<file path="src/rtl/dacreg_pkg.sv">
package dacreg_pkg;

    typedef struct packed {
        logic lo_n;
        logic hi_n;
        logic wr_n;
        logic ld_n;
    } strobe_t;

    typedef enum logic [1:0] {
        HS_IDLE,
        HS_OVERLAP,
        HS_HOLD
    } hold_state_e;

endpackage

</file>
<file path="src/rtl/dacreg_sync.sv">
module dacreg_sync #(
    parameter int             W       = 1,
    parameter int             STAGES  = 2,
    parameter logic [W-1:0]   RST_VAL = '0
) (
    input  logic         clk,
    input  logic         rst,
    input  logic [W-1:0] d,
    output logic [W-1:0] q
);
    logic [STAGES-1:0][W-1:0] stg;

    always_ff @(posedge clk) begin
        if (rst) begin
            for (int i = 0; i < STAGES; i++) stg[i] <= RST_VAL;
        end else begin
            stg[0] <= d;
            for (int i = 1; i < STAGES; i++) stg[i] <= stg[i-1];
        end
    end

    assign q = stg[STAGES-1];
endmodule

</file>
<file path="src/rtl/dacreg_input.sv">
module dacreg_input #(
    parameter int BUS_W  = 8,
    parameter int CODE_W = 12
) (
    input  logic              clk,
    input  logic              rst,
    input  logic [BUS_W-1:0]  data,
    input  logic              lo_en,
    input  logic              hi_en,
    output logic [CODE_W-1:0] in_q,
    output logic [CODE_W-1:0] in_nxt
);
    localparam int HI_W = CODE_W - BUS_W;

    always_comb begin
        in_nxt = in_q;
        if (lo_en) in_nxt[BUS_W-1:0]      = data;
        if (hi_en) in_nxt[CODE_W-1:BUS_W] = data[HI_W-1:0];
    end

    always_ff @(posedge clk) begin
        if (rst) in_q <= '0;
        else     in_q <= in_nxt;
    end
endmodule

</file>
<file path="src/rtl/dacreg_output.sv">
module dacreg_output #(
    parameter int CODE_W = 12
) (
    input  logic              clk,
    input  logic              rst,
    input  logic              ld_en,
    input  logic [CODE_W-1:0] in_nxt,
    output logic [CODE_W-1:0] dac_q,
    output logic              upd
);
    always_ff @(posedge clk) begin
        if (rst) begin
            dac_q <= '0;
            upd   <= 1'b0;
        end else begin
            upd <= 1'b0;
            if (ld_en) begin
                dac_q <= in_nxt;
                upd   <= (in_nxt != dac_q);
            end
        end
    end
endmodule

</file>
<file path="src/rtl/dacreg_hold_mon.sv">
module dacreg_hold_mon
    import dacreg_pkg::*;
#(
    parameter int HOLD_CYC = 3
) (
    input  logic clk,
    input  logic rst,
    input  logic wr_act,
    input  logic ld_act,
    output logic hold_viol
);
    localparam int CW = $clog2(HOLD_CYC + 1) < 1 ? 1 : $clog2(HOLD_CYC + 1);

    hold_state_e st_q, st_d;
    logic [CW-1:0] cnt_q, cnt_d;
    logic          viol_d;

    always_comb begin
        st_d   = st_q;
        cnt_d  = cnt_q;
        viol_d = 1'b0;
        unique case (st_q)
            HS_IDLE: begin
                if (wr_act && ld_act) st_d = HS_OVERLAP;
            end
            HS_OVERLAP: begin
                if (!ld_act) begin
                    viol_d = 1'b1;
                    st_d   = HS_IDLE;
                end else if (!wr_act) begin
                    if (HOLD_CYC <= 1) begin
                        st_d = HS_IDLE;
                    end else begin
                        st_d  = HS_HOLD;
                        cnt_d = CW'(1);
                    end
                end
            end
            HS_HOLD: begin
                if (!ld_act) begin
                    viol_d = 1'b1;
                    st_d   = HS_IDLE;
                end else if (wr_act) begin
                    st_d = HS_OVERLAP;
                end else if ((cnt_q + CW'(1)) >= CW'(HOLD_CYC)) begin
                    st_d = HS_IDLE;
                end else begin
                    cnt_d = cnt_q + CW'(1);
                end
            end
            default: st_d = HS_IDLE;
        endcase
    end

    always_ff @(posedge clk) begin
        if (rst) begin
            st_q  <= HS_IDLE;
            cnt_q <= '0;
        end else begin
            st_q  <= st_d;
            cnt_q <= cnt_d;
        end
    end

    always_ff @(posedge clk) begin
        if (rst) hold_viol <= 1'b0;
        else     hold_viol <= viol_d;
    end
endmodule

</file>
<file path="src/rtl/dbl_dac_reg.sv">
module dbl_dac_reg
    import dacreg_pkg::*;
#(
    parameter int BUS_W    = 8,
    parameter int CODE_W   = 12,
    parameter int SYNC_STG = 2,
    parameter int HOLD_CYC = 3
) (
    input  logic              clk,
    input  logic              rst,
    input  logic [BUS_W-1:0]  bus_data,
    input  logic              lo_sel_n,
    input  logic              hi_sel_n,
    input  logic              wr_n,
    input  logic              ld_n,
    output logic [CODE_W-1:0] dac_code,
    output logic              dac_upd,
    output logic              hold_viol
);
    localparam int STB_W = $bits(strobe_t);

    strobe_t           strb_raw, strb_s;
    logic [BUS_W-1:0]  data_s;
    logic [CODE_W-1:0] in_q, in_nxt;
    logic              lo_en, hi_en, wr_act, ld_act;

    assign strb_raw = '{lo_n: lo_sel_n, hi_n: hi_sel_n, wr_n: wr_n, ld_n: ld_n};

    dacreg_sync #(.W(STB_W), .STAGES(SYNC_STG), .RST_VAL({STB_W{1'b1}})) u_sync_stb (
        .clk (clk),
        .rst (rst),
        .d   (strb_raw),
        .q   (strb_s)
    );

    dacreg_sync #(.W(BUS_W), .STAGES(SYNC_STG), .RST_VAL('0)) u_sync_dat (
        .clk (clk),
        .rst (rst),
        .d   (bus_data),
        .q   (data_s)
    );

    assign lo_en  = !strb_s.lo_n && !strb_s.wr_n;
    assign hi_en  = !strb_s.hi_n && !strb_s.wr_n;
    assign wr_act = lo_en || hi_en;
    assign ld_act = !strb_s.ld_n;

    dacreg_input #(.BUS_W(BUS_W), .CODE_W(CODE_W)) u_input (
        .clk    (clk),
        .rst    (rst),
        .data   (data_s),
        .lo_en  (lo_en),
        .hi_en  (hi_en),
        .in_q   (in_q),
        .in_nxt (in_nxt)
    );

    dacreg_output #(.CODE_W(CODE_W)) u_output (
        .clk    (clk),
        .rst    (rst),
        .ld_en  (ld_act),
        .in_nxt (in_nxt),
        .dac_q  (dac_code),
        .upd    (dac_upd)
    );

    dacreg_hold_mon #(.HOLD_CYC(HOLD_CYC)) u_hold (
        .clk       (clk),
        .rst       (rst),
        .wr_act    (wr_act),
        .ld_act    (ld_act),
        .hold_viol (hold_viol)
    );
endmodule

</file>
<file path="config.mk">
export PLATFORM = sky130hd
export DESIGN_NAME = dbl_dac_reg
export DESIGN_NICKNAME = d
export VERILOG_FILES = /design/src/rtl/dacreg_pkg.sv /design/src/rtl/dacreg_sync.sv /design/src/rtl/dacreg_input.sv /design/src/rtl/dacreg_output.sv /design/src/rtl/dacreg_hold_mon.sv /design/src/rtl/dbl_dac_reg.sv
export SDC_FILE = /design/constraint.sdc
export NUM_CORES = 1
export LEC_CHECK = 0
export CORE_MARGIN = 1
export CORE_UTILIZATION = 41
export CTS_CLUSTER_DIAMETER = 150
export DETAILED_ROUTE_END_ITERATION = 8
export DONT_BUFFER_PORTS = 1
export PLACE_DENSITY_LB_ADDON = 0.2
export SETUP_SLACK_MARGIN = 0.15
export SKIP_CTS_REPAIR_TIMING = 1
export SLEW_MARGIN = 20
export SYNTH_ARGS = -nofsm -noshare
export SYNTH_HDL_FRONTEND = slang
export SYNTH_SLANG_ARGS = --single-unit
</file>
<file path="constraint.sdc">
create_clock -name clk -period 1.7 [get_ports clk]
set_clock_uncertainty 0.05 [all_clocks]
set_input_delay 0 -clock clk [delete_from_list [all_inputs] [get_ports clk]]
set_output_delay 0 -clock clk [all_outputs]
set_load 0.03 [all_outputs]
</file>
=== Yosys cells after proc, flatten, opt, wreduce, memory -nomap -nowiden ===
Cells that the tools add are included.

* Register bits: 54
* Output and inout port bits: 14
* Word-level logic and storage cells: 55
* Input bits: 14

* Order comparisons: 1
* Reductions and logical operators: 15
* Bitwise gates (word level): 1
* Add/sub/neg operators: 1
* Mux-type cells: 16
* Eq/ne operators: 11

{| class="wikitable"
|+ Operators by type and width
! operator !! number
|-
| 2-to-1 mux 2 bit || 11
|-
| != test 12 bit || 1
|-
| != test 2 bit (second input constant) || 5
|-
| 2-to-1 mux 8 bit || 1
|-
| case mux 2 bit (3 select lines) || 1
|-
| AND reduction 6 bit || 1
|-
| OR reduction 2 bit || 3
|-
| logical NOT 1 bit || 4
|-
| 2-to-1 mux 4 bit || 1
|-
| != test 4 x 2 -> 1 bit (second input constant) || 1
|-
| case mux 2 bit (2 select lines) || 1
|-
| logical AND 1 bit || 3
|-
| != test 3 bit (second input constant) || 1
|-
| AND reduction 3 bit || 1
|-
| adder 2 x 1 -> 2 bit (second input constant) || 1
|-
| == test 2 x 1 -> 1 bit (second input constant) || 1
|-
| == test 2 bit (second input constant) || 1
|-
| greater-or-equal comparator 2 bit (second input constant) || 1
|-
| logical NOT 2 bit || 1
|-
| != test 2 x 1 -> 1 bit (second input constant) || 1
|-
| nonzero test 2 bit || 1
|-
| logical OR 1 bit || 1
|-
| 2-to-1 mux 1 bit || 1
|-
| NOT 1 bit || 1
|}

=== Longest topological paths before layout ===
Gate-level depths: netlist of run 1.

* Depth after elaboration: 6
* Mapped depth: 7

=== Hierarchy ===
Synthesis of run 1 repeated with hierarchy kept, for this count alone.

* Cells, all modules: 199
* Area total of the unflattened synthesis: 2224.6 sq um

{| class="wikitable"
|+ By module, submodules not included
! module !! cells an instance !! area each (sq um) !! times used
|-
| dacreg_output || 56 || 576.8 || 1
|-
| dacreg_sync at u_sync_dat || 41 || 524.3 || 1
|-
| dacreg_input || 38 || 519.2 || 1
|-
| dacreg_hold_mon || 40 || 344.1 || 1
|-
| dacreg_sync at u_sync_stb || 20 || 240.2 || 1
|-
| dbl_dac_reg || 4 || 20.0 || 1
|}

=== Least setup slack after synthesis of run 1 ===
OpenSTA, ideal clock, no wires.

* Path type: register to register
* Start point: register u_output.dac_q[7]
* End point: register u_output.upd
* Path buffers: 0
* Library setup time: 135 ps
* Path slack: 87 ps
* Cell stages (with the launch flop): 6
* Arrival time: 1428 ps
* Path through: dfxtp_1 > nor2b_1 > a2111oi_0 > o211ai_1 > nor4_2 > a311oi_1

* Cells in the longest elaborated chain, start to end: 1

{| class="wikitable"
|+ Ends and longest elaborated chain
! what !! RTL line !! source
|-
| from (decl) || dacreg_output.sv:8 || <nowiki>output logic [CODE_W-1:0] dac_q,</nowiki>
|-
| from (signal assigned) || dacreg_output.sv:18 || <nowiki>dac_q <= in_nxt;</nowiki>
|-
| != test 12 bit || dacreg_output.sv:19 || <nowiki>upd <= (in_nxt != dac_q);</nowiki>
|-
| to (signal assigned) || dacreg_output.sv:19 ||
|-
| to (decl) || dacreg_output.sv:9 || <nowiki>output logic upd</nowiki>
|}

Every way passes these cells.
A chain may end at the register's enable or synchronous reset.

=== Worst setup path in the final report of run 1 ===
* Start point: register u_sync_stb.stg, in the netlist u_sync_stb.q[1]
* End point: register u_output.upd

* Cells in the longest elaborated chain, start to end: 4
* Elaborated cells between the ends (all ways): 6
* Classes of those cells: eq/ne (1); mux (2); reduce/logical (3)

{| class="wikitable"
|+ Ends and longest elaborated chain
! what !! RTL line !! source
|-
| from (decl) || dacreg_sync.sv:11 || <nowiki>logic [STAGES-1:0][W-1:0] stg;</nowiki>
|-
| logical NOT 1 bit * || dbl_dac_reg.sv:43, dbl_dac_reg.sv:44 ||
|-
| logical AND 1 bit, on equally long branches || dbl_dac_reg.sv:43, dbl_dac_reg.sv:44 ||
|-
| 2-to-1 mux 8 bit or 2-to-1 mux 4 bit (tied branches) || dacreg_input.sv:17, dacreg_input.sv:18 ||
|-
| != test 12 bit * || dacreg_output.sv:19 ||
|}

Every way passes the cells marked *; elsewhere a longest branch is shown, timed or not.

==> results.yml, run 1 <==
route:
  routed-via-count: 1639
  drt-initial-drc-count: 125
  firstDrtPassIters: 4
  drc: 0
  vias_per_cell: 4.85
  wl_per_cell_um: 12.8
  wirelength_um: 4340
  antenna_left: 0
critical_path:
  startpoint: "u_sync_stb.q[1]$_SDFF_PP1_"
  path_cells: "nor2_8, buf_4, o2111a_1, nor2_1, a311oi_2, a311oi_1"
  r2r_start: "u_sync_stb.q[1]$_SDFF_PP1_"
  cp.required_ns: 1.83
  slowest_stage: "dfxtp_4"
  endpoint_kind: "flop"
  reg2reg_slack_ns: 0.17
  max_stage_delay_ns: 0.39
  reg2regPathDepth: 6
  crit_end: "u_output.upd$_SDFF_PP0_"
  critPathArrivalTime_ns: 1.66
  critPathMaxFanout: 6
  cp-start-kind: "flop"
  crit_type: "flop to flop"
  rr_endpoint: "u_output.upd$_SDFF_PP0_"
sta:
  slew_headroom_pct: 78.3
  min_period_ns: 1.53
  fin_tns_setup_ns: 0
  maxSlewViolCount: 0
  setup_viol: 0
  worst_slew_pin_slew_ns: 0.325
  min_period_over_period_pct: 89.9
  fmax_mhz: 654
  grt_setup_unrepaired: "yes"
  hold_slack_ns: 0.277
  hold_viol: 0
power:
  swShare_pct: 22.7
  combPwrFrac_pct: 8.7
  power_frac_clock_pct: 34.9
  power_leakage_nw: 1.05
  p_sw_mw: 0.540
  p_per_area_nw_per_um2: 849
  p_int_mw: 1.84
  pwr-share-seq_pct: 56.3
  ir_drop_mv: 0.550
place:
  port_buffers: 0
  hpwl_um: 2900
  routabilityCongestion: 0.865
grt:
  overflow: 0
  grtUsageTotal_pct: 15.3
  grt_pass1_wl_um: 6940
  antenna_found_initial: 0
  grt_max_degree: 55
  grt_pass1_vias: 1437
die:
  boundaryPins: 28
  die_h_um: 76.2
  die_area_sq_um: 5810
  core_area_sq_um: 5200
  start_util_pct: 43.4
  die_w_um: 76.2
  rows: 26
synthesis:
  dominantRegCellSynth: "dfxtp_1"
  synth_area_sq_um: 2260
  syn_nets: 253
  syn-instance-count: 234
  ys_ff_latch: 54
  yosys_warnings: 0
  async_flop_share_pct: 0
  synth_edf_count: 0
  synth_seq_area_share_pct: 47.8
  syn_area_per_cell_sq_um: 9.66
  synth_cell_type_count: 47
final_layout:
  syn_to_final_growth_pct: 24.1
  layout.nets: 287
  diodes: 0
  drive_gt1_share_pct: 23.9
clocking:
  cts_buffers: 5
  clock_latency_ns: 0.30
  cts.sinks: 54
  htreeDepth: 2
  clkTransAtPathRegs_ns: 0.09
  cts_tree: "yes"
  clockBufferDepth: 2
  cts_root_buf: "clkbuf_8"
worst_hold_path:
  hold_path_class: "input pin to flop"
run_status:
  status: "complete, no violations"
job:
  cap_violations: 0
## worst max-delay path: cells and delay by family, from the launching register on
kind / cells / cell delay (ns)
AO/OA/AOI/OAI: 3 / 0.55
flip-flops: 1 / 0.39
AND/OR/NAND/NOR: 2 / 0.25
buffers and inverters: 1 / 0.18
## sequential cells by signal, summed over array words and instances (netlist names)
name              cells
u_hold.cnt_q          2
u_hold.hold_viol      1
u_hold.st_q           2
u_input.in_q         12
u_output.dac_q       12
u_output.upd          1
u_sync_dat.q          8
u_sync_dat.stg        8
u_sync_stb.q          4
u_sync_stb.stg        4
## cell type report
class                      count  area (sq um)
fill                         486          2400
clock buffer                   5          68.8
inverter                      14          52.6
tap                           70          87.6
clock inverter                 2          38.8
sequential                    54          1100
timing repair buffer          39           340
multi-input combinational    154          1120
## power groups by stage
stage	Combinational (mW)	Sequential, mW	Clock (mW)
3_5_place_dp	0.151	1.37	0
4_1_cts	0.152	1.34	0.854
3_3_place_gp	0.149	1.37	0
2_1_floorplan	0.127	1.37	0
6_report	0.208	1.34	0.832
5_1_grt	0.228	1.35	0.915
## cell families (layout without fill, tap and decap cells)
group | after synthesis | count (layout) | share of synthesized area (%)
AND/OR/NAND/NOR | 89 | 89 | 20.8
adder cells (fa/ha/maj) | 5 | 5 | 2.77
flip-flops | 54 | 54 | 47.8
AO/OA/AOI/OAI | 41 | 41 | 15.3
multiplexers | 14 | 14 | 6.37
buffers and inverters | 26 | 60 | 5.04
XOR/XNOR | 5 | 5 | 1.94
## cell usage in the layout (no fill, tap or decap), types with 2 or more instances in the layout
master         Yosys  routed
a211oi_1           6       6
or2_2              9       9
a2111oi_4          1       2
o22ai_1            3       3
inv_1             14      14
dfxtp_1           54      45
mux2i_1           13      13
a21oi_1           11      11
clkbuf_8           0       5
nor2_1            40      39
nand2b_1           4       4
ha_1               5       4
xnor2_1            3       3
a311oi_1           3       2
nand2_1            4       4
xor2_1             2       2
dfxtp_2            0       7
buf_4              2      24
dfxtp_4            0       2
nor3_1             2       2
dlygate4sd3_1      0      14
nor2b_1           21      21
nand3_1            2       2
## synthesized netlist by cell type, types with 2 or more instances
master	count	area share, %
mux2i_1	13	5.8
buf_4	2	0.66
nand2_1	4	0.66
nor2b_1	21	5.8
ha_1	5	2.8
clkbuf_1	8	1.3
a21oi_1	11	2.4
or2_2	9	2.5
o22ai_1	3	0.83
nor2_1	40	6.6
nand2b_1	4	1.1
nand3_1	2	0.44
nor3_1	2	0.44
dfxtp_1	54	48
a211oi_1	6	2.0
xnor2_1	3	1.2
inv_1	14	2.3
a311oi_1	3	1.2
xor2_1	2	0.78
## stage by stage
stage	setup WS, ns	total power [mW]	instance area, sq um	cells	utilization (%)
finish	0.171	2.38	2810	338	53.9
global route	0.103	2.49	2810	338	53.9
CTS	0.0242	2.35	2550	319	48.9
detailed placement	0.0235	1.52	2440	312	46.9
global placement	0.0882	1.52	2440	312	46.9
floorplan	0.178	1.50	2270	234	-
## layer usage
metal	track usage (%)	wire, um	part of all wire [%]	vias to the layer above
met3	4.07	199	4.6	5
met4	6.35	55	1.3	0
li1	-	-	-	856
met1	22.0	2190	50	738
met5	0	0	0	-
met2	21.3	1900	44	40
## how the worst min path moves through the flow
stage / from / slack, ns / endpoint / cells past startpoint
CTS: rst / -0.31 / u_sync_dat.stg[0]$_SDFF_PP0_ / 1
detailed placement: rst / 0.03 / u_sync_dat.stg[0]$_SDFF_PP0_ / 1
floorplan: ld_n / 0.05 / u_sync_stb.stg[0]$_SDFF_PP1_ / 1
global placement: rst / 0.02 / u_output.dac_q[7]$_SDFFE_PP0N_ / 1
global route: hi_sel_n / 0.27 / u_sync_stb.stg[2]$_SDFF_PP1_ / 2
finish: wr_n / 0.28 / u_sync_stb.stg[1]$_SDFF_PP1_ / 2
Power figures use the tool's default switching activity.
==> run 2: changes to the inputs <==
--- a/config.mk
+++ b/config.mk
@@ -5,6 +5,8 @@
 export SDC_FILE = /design/constraint.sdc
 export NUM_CORES = 1
 export LEC_CHECK = 0
+export CELL_PAD_IN_SITES_DETAIL_PLACEMENT = 1
+export CELL_PAD_IN_SITES_GLOBAL_PLACEMENT = 1
 export CORE_MARGIN = 1
 export CORE_UTILIZATION = 41
 export CTS_CLUSTER_DIAMETER = 150
==> run 2 against run 1 <==
Effect of this change:
- count of clock-buffer cells in the layout did not move
- clock power fell by 11%
- cell count rose by 1.2%
- global-route usage rose by 1.4 points
- sequential share of layout area fell by 0.53 points
- sequential power barely moved
- maximum frequency fell by 0.54%
- core utilization rose by 0.75 points
- die area did not move
- cell area rose by 1.4%
- power fell by 3.4%
- critical endpoint unchanged
- largest power group unchanged
==> results.yml, run 2 (synthesis gave the netlist of run 1 again) <==
run_status:
  status: "complete, no violations"
clocking:
  clock_latency_ns: 0.30
  cts_root_buf: "clkbuf_8"
  clkTransAtPathRegs_ns: 0.10
  clockBufferDepth: 2
  htreeDepth: 2
  cts_buffers: 5
  cts.sinks: 54
  cts_tree: "yes"
sta:
  hold_slack_ns: 0.280
  slew_headroom_pct: 76.9
  grt_setup_unrepaired: "yes"
  fmax_mhz: 651
  maxSlewViolCount: 0
  min_period_ns: 1.54
  setup_viol: 0
  min_period_over_period_pct: 90.4
  worst_slew_pin_slew_ns: 0.346
  hold_viol: 0
critical_path:
  path_cells: "inv_1, a2111oi_2, o211ai_1, nor4_2, a311oi_1"
  rr_endpoint: "u_output.upd$_SDFF_PP0_"
  endpoint_kind: "flop"
  max_stage_delay_ns: 0.38
  critPathMaxFanout: 2
  crit_type: "flop to flop"
  slowest_stage: "dfxtp_1"
  crit_end: "u_output.upd$_SDFF_PP0_"
  reg2regPathDepth: 5
  cp-start-kind: "flop"
  cp.required_ns: 1.84
  startpoint: "u_sync_dat.q[6]$_SDFF_PP0_"
  r2r_start: "u_sync_dat.q[6]$_SDFF_PP0_"
  critPathArrivalTime_ns: 1.68
  reg2reg_slack_ns: 0.16
route:
  wl_per_cell_um: 14.8
  drc: 0
  vias_per_cell: 4.98
  firstDrtPassIters: 4
  drt-initial-drc-count: 100
  routed-via-count: 1702
  wirelength_um: 5060
  antenna_left: 0
die:
  rows: 26
  die_h_um: 76.2
  core_area_sq_um: 5200
  start_util_pct: 43.4
  boundaryPins: 28
  die_w_um: 76.2
  die_area_sq_um: 5810
power:
  pwr-share-seq_pct: 58.5
  power_frac_clock_pct: 32.0
  swShare_pct: 25.6
  power_leakage_nw: 1.05
  p_int_mw: 1.71
  p_sw_mw: 0.590
  power_mw: 2.30
  ir_drop_mv: 0.704
  combPwrFrac_pct: 9.5
  p_per_area_nw_per_um2: 809
grt:
  overflow: 0
  grtUsageTotal_pct: 16.7
  grt_max_degree: 55
  grt_pass1_wl_um: 7700
  grt_pass1_vias: 1542
  antenna_found_initial: 0
job:
  cap_violations: 0
final_layout:
  reg_top3: "u_input.in_q x12, u_output.dac_q x12"
  diodes: 0
  final_common_cell: "dfxtp_1"
  layout.nets: 290
  most-common-layout-cells: "dfxtp_1 (45), nor2_1 (40), buf_4 (26)"
  syn_to_final_growth_pct: 25.9
  drive_gt1_share_pct: 26.5
place:
  port_buffers: 0
  hpwl_um: 3340
  routabilityCongestion: 0.791
worst_hold_path:
  hold_path_class: "input pin to flop"
-- run 2: cell type report --
cell class	count	area (sq um)
Multi-Input combinational cell	154	1150
Fill cell	600	2360
Sequential cell	54	1100
Clock buffer	5	68.8
Tap cell	70	87.6
Clock inverter	3	22.5
Timing Repair Buffer	42	368
Inverter	14	52.6
-- run 2: worst min-delay path by stage --
stage,startpoint,slack (ns),depth (start not counted),end
2_1_floorplan,ld_n,0.05,1,u_sync_stb.stg[0]$_SDFF_PP1_
3_3_place_gp,rst,0.02,1,u_output.dac_q[7]$_SDFFE_PP0N_
3_5_place_dp,rst,0.02,1,u_output.dac_q[7]$_SDFFE_PP0N_
4_1_cts,rst,-0.31,1,u_output.dac_q[7]$_SDFFE_PP0N_
5_1_grt,wr_n,0.26,2,u_sync_stb.stg[1]$_SDFF_PP1_
6_report,wr_n,0.28,2,u_sync_stb.stg[1]$_SDFF_PP1_
-- run 2: per-stage QoR --
step | worst slack [ns] | TNS (ns) | util (%) | cells | cell area (sq um)
after floorplan | 0.178 | 0 | - | 234 | 2270
after global placement | 0.0992 | 0 | 47.0 | 313 | 2450
after detailed placement | 0.0141 | 0 | 47.0 | 313 | 2450
after CTS | -0.00454 | -0.00454 | 48.8 | 321 | 2540
after global routing | 0.101 | 0 | 54.6 | 342 | 2840
final | 0.163 | 0 | 54.6 | 342 | 2840
-- run 2: critical path: cells and delay by family, from the launching register on --
kind / cells / cell delay, ns
AO/OA/AOI/OAI: 3 / 0.64
flip-flops: 1 / 0.38
buffers and inverters: 1 / 0.10
AND/OR/NAND/NOR: 1 / 0.25
-- run 2: power groups by stage --
stage               clock network [mW]  registers, mW  logic, mW
floorplan                            0           1.37      0.127
CTS                              0.770           1.34      0.154
finish                           0.737           1.35      0.219
global route                     0.815           1.35      0.242
detailed placement                   0           1.37      0.153
global placement                     0           1.37      0.149
-- run 2: per-layer routing --
| layer | routed length, um | part of all wire, % | GRT usage, % |
|---|---|---|---|
| met4 | 21 | 0.42 | 4.62 |
| met3 | 164 | 3.2 | 4.19 |
| met5 | 0 | 0 | 0 |
| met2 | 2400 | 47 | 25.9 |
| met1 | 2470 | 49 | 23.0 |
==> run 3: changes to the inputs <==
--- a/config.mk
+++ b/config.mk
@@ -8,7 +8,7 @@
 export CELL_PAD_IN_SITES_DETAIL_PLACEMENT = 1
 export CELL_PAD_IN_SITES_GLOBAL_PLACEMENT = 1
 export CORE_MARGIN = 1
-export CORE_UTILIZATION = 41
+export CORE_UTILIZATION = 43
 export CTS_CLUSTER_DIAMETER = 150
 export DETAILED_ROUTE_END_ITERATION = 8
 export DONT_BUFFER_PORTS = 1
==> run 3 against run 2 <==
Effect of this change:
- critical path depth is the same
- clock power up 1%
- flip-flop and latch count is the same
- power fell by 0.19%
- maximum frequency fell by 1.0%
- routed wire length is 5.6% lower
- combinational power decreased by 6%
- hold slack got worse by 0.0068 ns
- die area fell by 4.5%
- global-route usage rose by 0.51 points
- via count shrank 0.65%
- critical path type unchanged
- largest cell class unchanged
- highest routed layer unchanged
==> results.yml, run 3 (synthesis gave the netlist of run 1 again) <==
run_status:
  status: "complete, no violations"
worst_hold_path:
  hold_path_class: "input pin to flop"
final_layout:
  final_common_cell: "dfxtp_1"
  final_cells: 339
  reg_top3: "u_input.in_q x12, u_output.dac_q x12"
  most-common-layout-cells: "dfxtp_1 (44), nor2_1 (40), buf_4 (24)"
  fin_util_pct: 55.4
  diodes: 0
  drive_gt1_share_pct: 25.3
  syn_to_final_growth_pct: 24.5
  layout.nets: 287
die:
  rows: 26
  core_area_sq_um: 5070
  die_h_um: 74.5
  die_w_um: 74.5
  die_area_sq_um: 5550
  start_util_pct: 44.5
  boundaryPins: 28
sta:
  setup_viol: 0
  maxSlewViolCount: 0
  grt_setup_unrepaired: "yes"
  min_period_ns: 1.55
  worst_slew_pin_slew_ns: 0.340
  min_period_over_period_pct: 91.4
  fmax_mhz: 644
  fin_tns_setup_ns: 0
  slew_headroom_pct: 77.3
  hold_viol: 0
clocking:
  cts_buffers: 5
  clockBufferDepth: 2
  cts_tree: "yes"
  cts_root_buf: "clkbuf_8"
  htreeDepth: 2
  clock_latency_ns: 0.31
  cts.sinks: 54
  clkTransAtPathRegs_ns: 0.10
place:
  routabilityCongestion: 0.818
  dp.cells: 313
  port_buffers: 0
  hpwl_um: 3220
route:
  firstDrtPassIters: 4
  vias_per_cell: 4.99
  wirelength_um: 4770
  routed-via-count: 1691
  drc: 0
  drt-initial-drc-count: 83
  antenna_left: 0
  wl_per_cell_um: 14.1
critical_path:
  r2r_start: "u_sync_stb.q[1]$_SDFF_PP1_"
  cp-start-kind: "flop"
  max_stage_delay_ns: 0.39
  cp.required_ns: 1.84
  critPathArrivalTime_ns: 1.69
  startpoint: "u_sync_stb.q[1]$_SDFF_PP1_"
  rr_endpoint: "u_output.upd$_SDFF_PP0_"
  critPathMaxFanout: 5
  slowest_stage: "dfxtp_4"
  path_cells: "nor2_8, mux2i_4, a2bb2o_4, nor4_2, a311oi_1"
  reg2reg_slack_ns: 0.15
  crit_end: "u_output.upd$_SDFF_PP0_"
  crit_type: "flop to flop"
  endpoint_kind: "flop"
  reg2regPathDepth: 5
power:
  power_leakage_nw: 1.04
  p_per_area_nw_per_um2: 817
  power_mw: 2.30
  ir_drop_mv: 0.574
grt:
  overflow: 0
  grt_max_degree: 55
  grtUsageTotal_pct: 17.2
  grt_pass1_wl_um: 7150
  antenna_found_initial: 0
  grt_pass1_vias: 1544
job:
  cap_violations: 0
run 3: cell types whose count changed in the layout (fill, tap and decap cells not counted), sizes merged:
cell	before	now
buf	29	26
inv	16	15
clkinv	1	2
run 3: routing by layer:
layer | vias up | track usage, % | part of all wire (%)
met5 | - | 0 | 0
met4 | 0 | 6.29 | 1.1
met3 | 5 | 2.85 | 3.8
met2 | 31 | 28.0 | 47
met1 | 796 | 22.9 | 48
li1 | 859 | - | -
run 3: how the worst min path moves through the flow:
stage	from	end	slack (ns)	cells after the start
after CTS	rst	u_output.dac_q[7]$_SDFFE_PP0N_	-0.32	1
after floorplan	ld_n	u_sync_stb.stg[0]$_SDFF_PP1_	0.05	1
after detailed placement	rst	u_output.dac_q[7]$_SDFFE_PP0N_	0.02	1
final	ld_n	u_sync_stb.stg[0]$_SDFF_PP1_	0.27	2
after global placement	rst	u_output.dac_q[7]$_SDFFE_PP0N_	0.02	1
after global routing	ld_n	u_sync_stb.stg[0]$_SDFF_PP1_	0.26	2
run 3: power breakdown:
| group | switching, mW | internal (mW) |
|---|---|---|
| Sequential | 0.0412 | 1.30 |
| Clock | 0.441 | 0.306 |
| Combinational | 0.104 | 0.102 |
run 3: worst max-delay path, delay by kind of cell, from the launching register on:
kind	cells	cell delay [ns]
flops	1	0.39
mux	1	0.29
simple gates	2	0.32
compound gates	2	0.37
run 3: cell type report:
type / count / area [sq um]
well taps: 70 / 87.6
flip-flops and latches: 54 / 1100
clock inverters: 3 / 28.8
inverters: 14 / 52.6
clock buffers: 5 / 68.8
repair buffers: 39 / 342
fillers: 587 / 2260
multi-input cells: 154 / 1130
run 3: per-stage QoR:
step / setup slack (ns) / area (sq um) / hold WS [ns]
final: 0.147 / 2810 / 0.273
after global routing: 0.0592 / 2810 / 0.260
after CTS: 0.00726 / 2540 / -0.319
after detailed placement: 0.0181 / 2450 / 0.0225
after global placement: 0.0873 / 2450 / 0.0205
after floorplan: 0.178 / 2270 / 0.0538
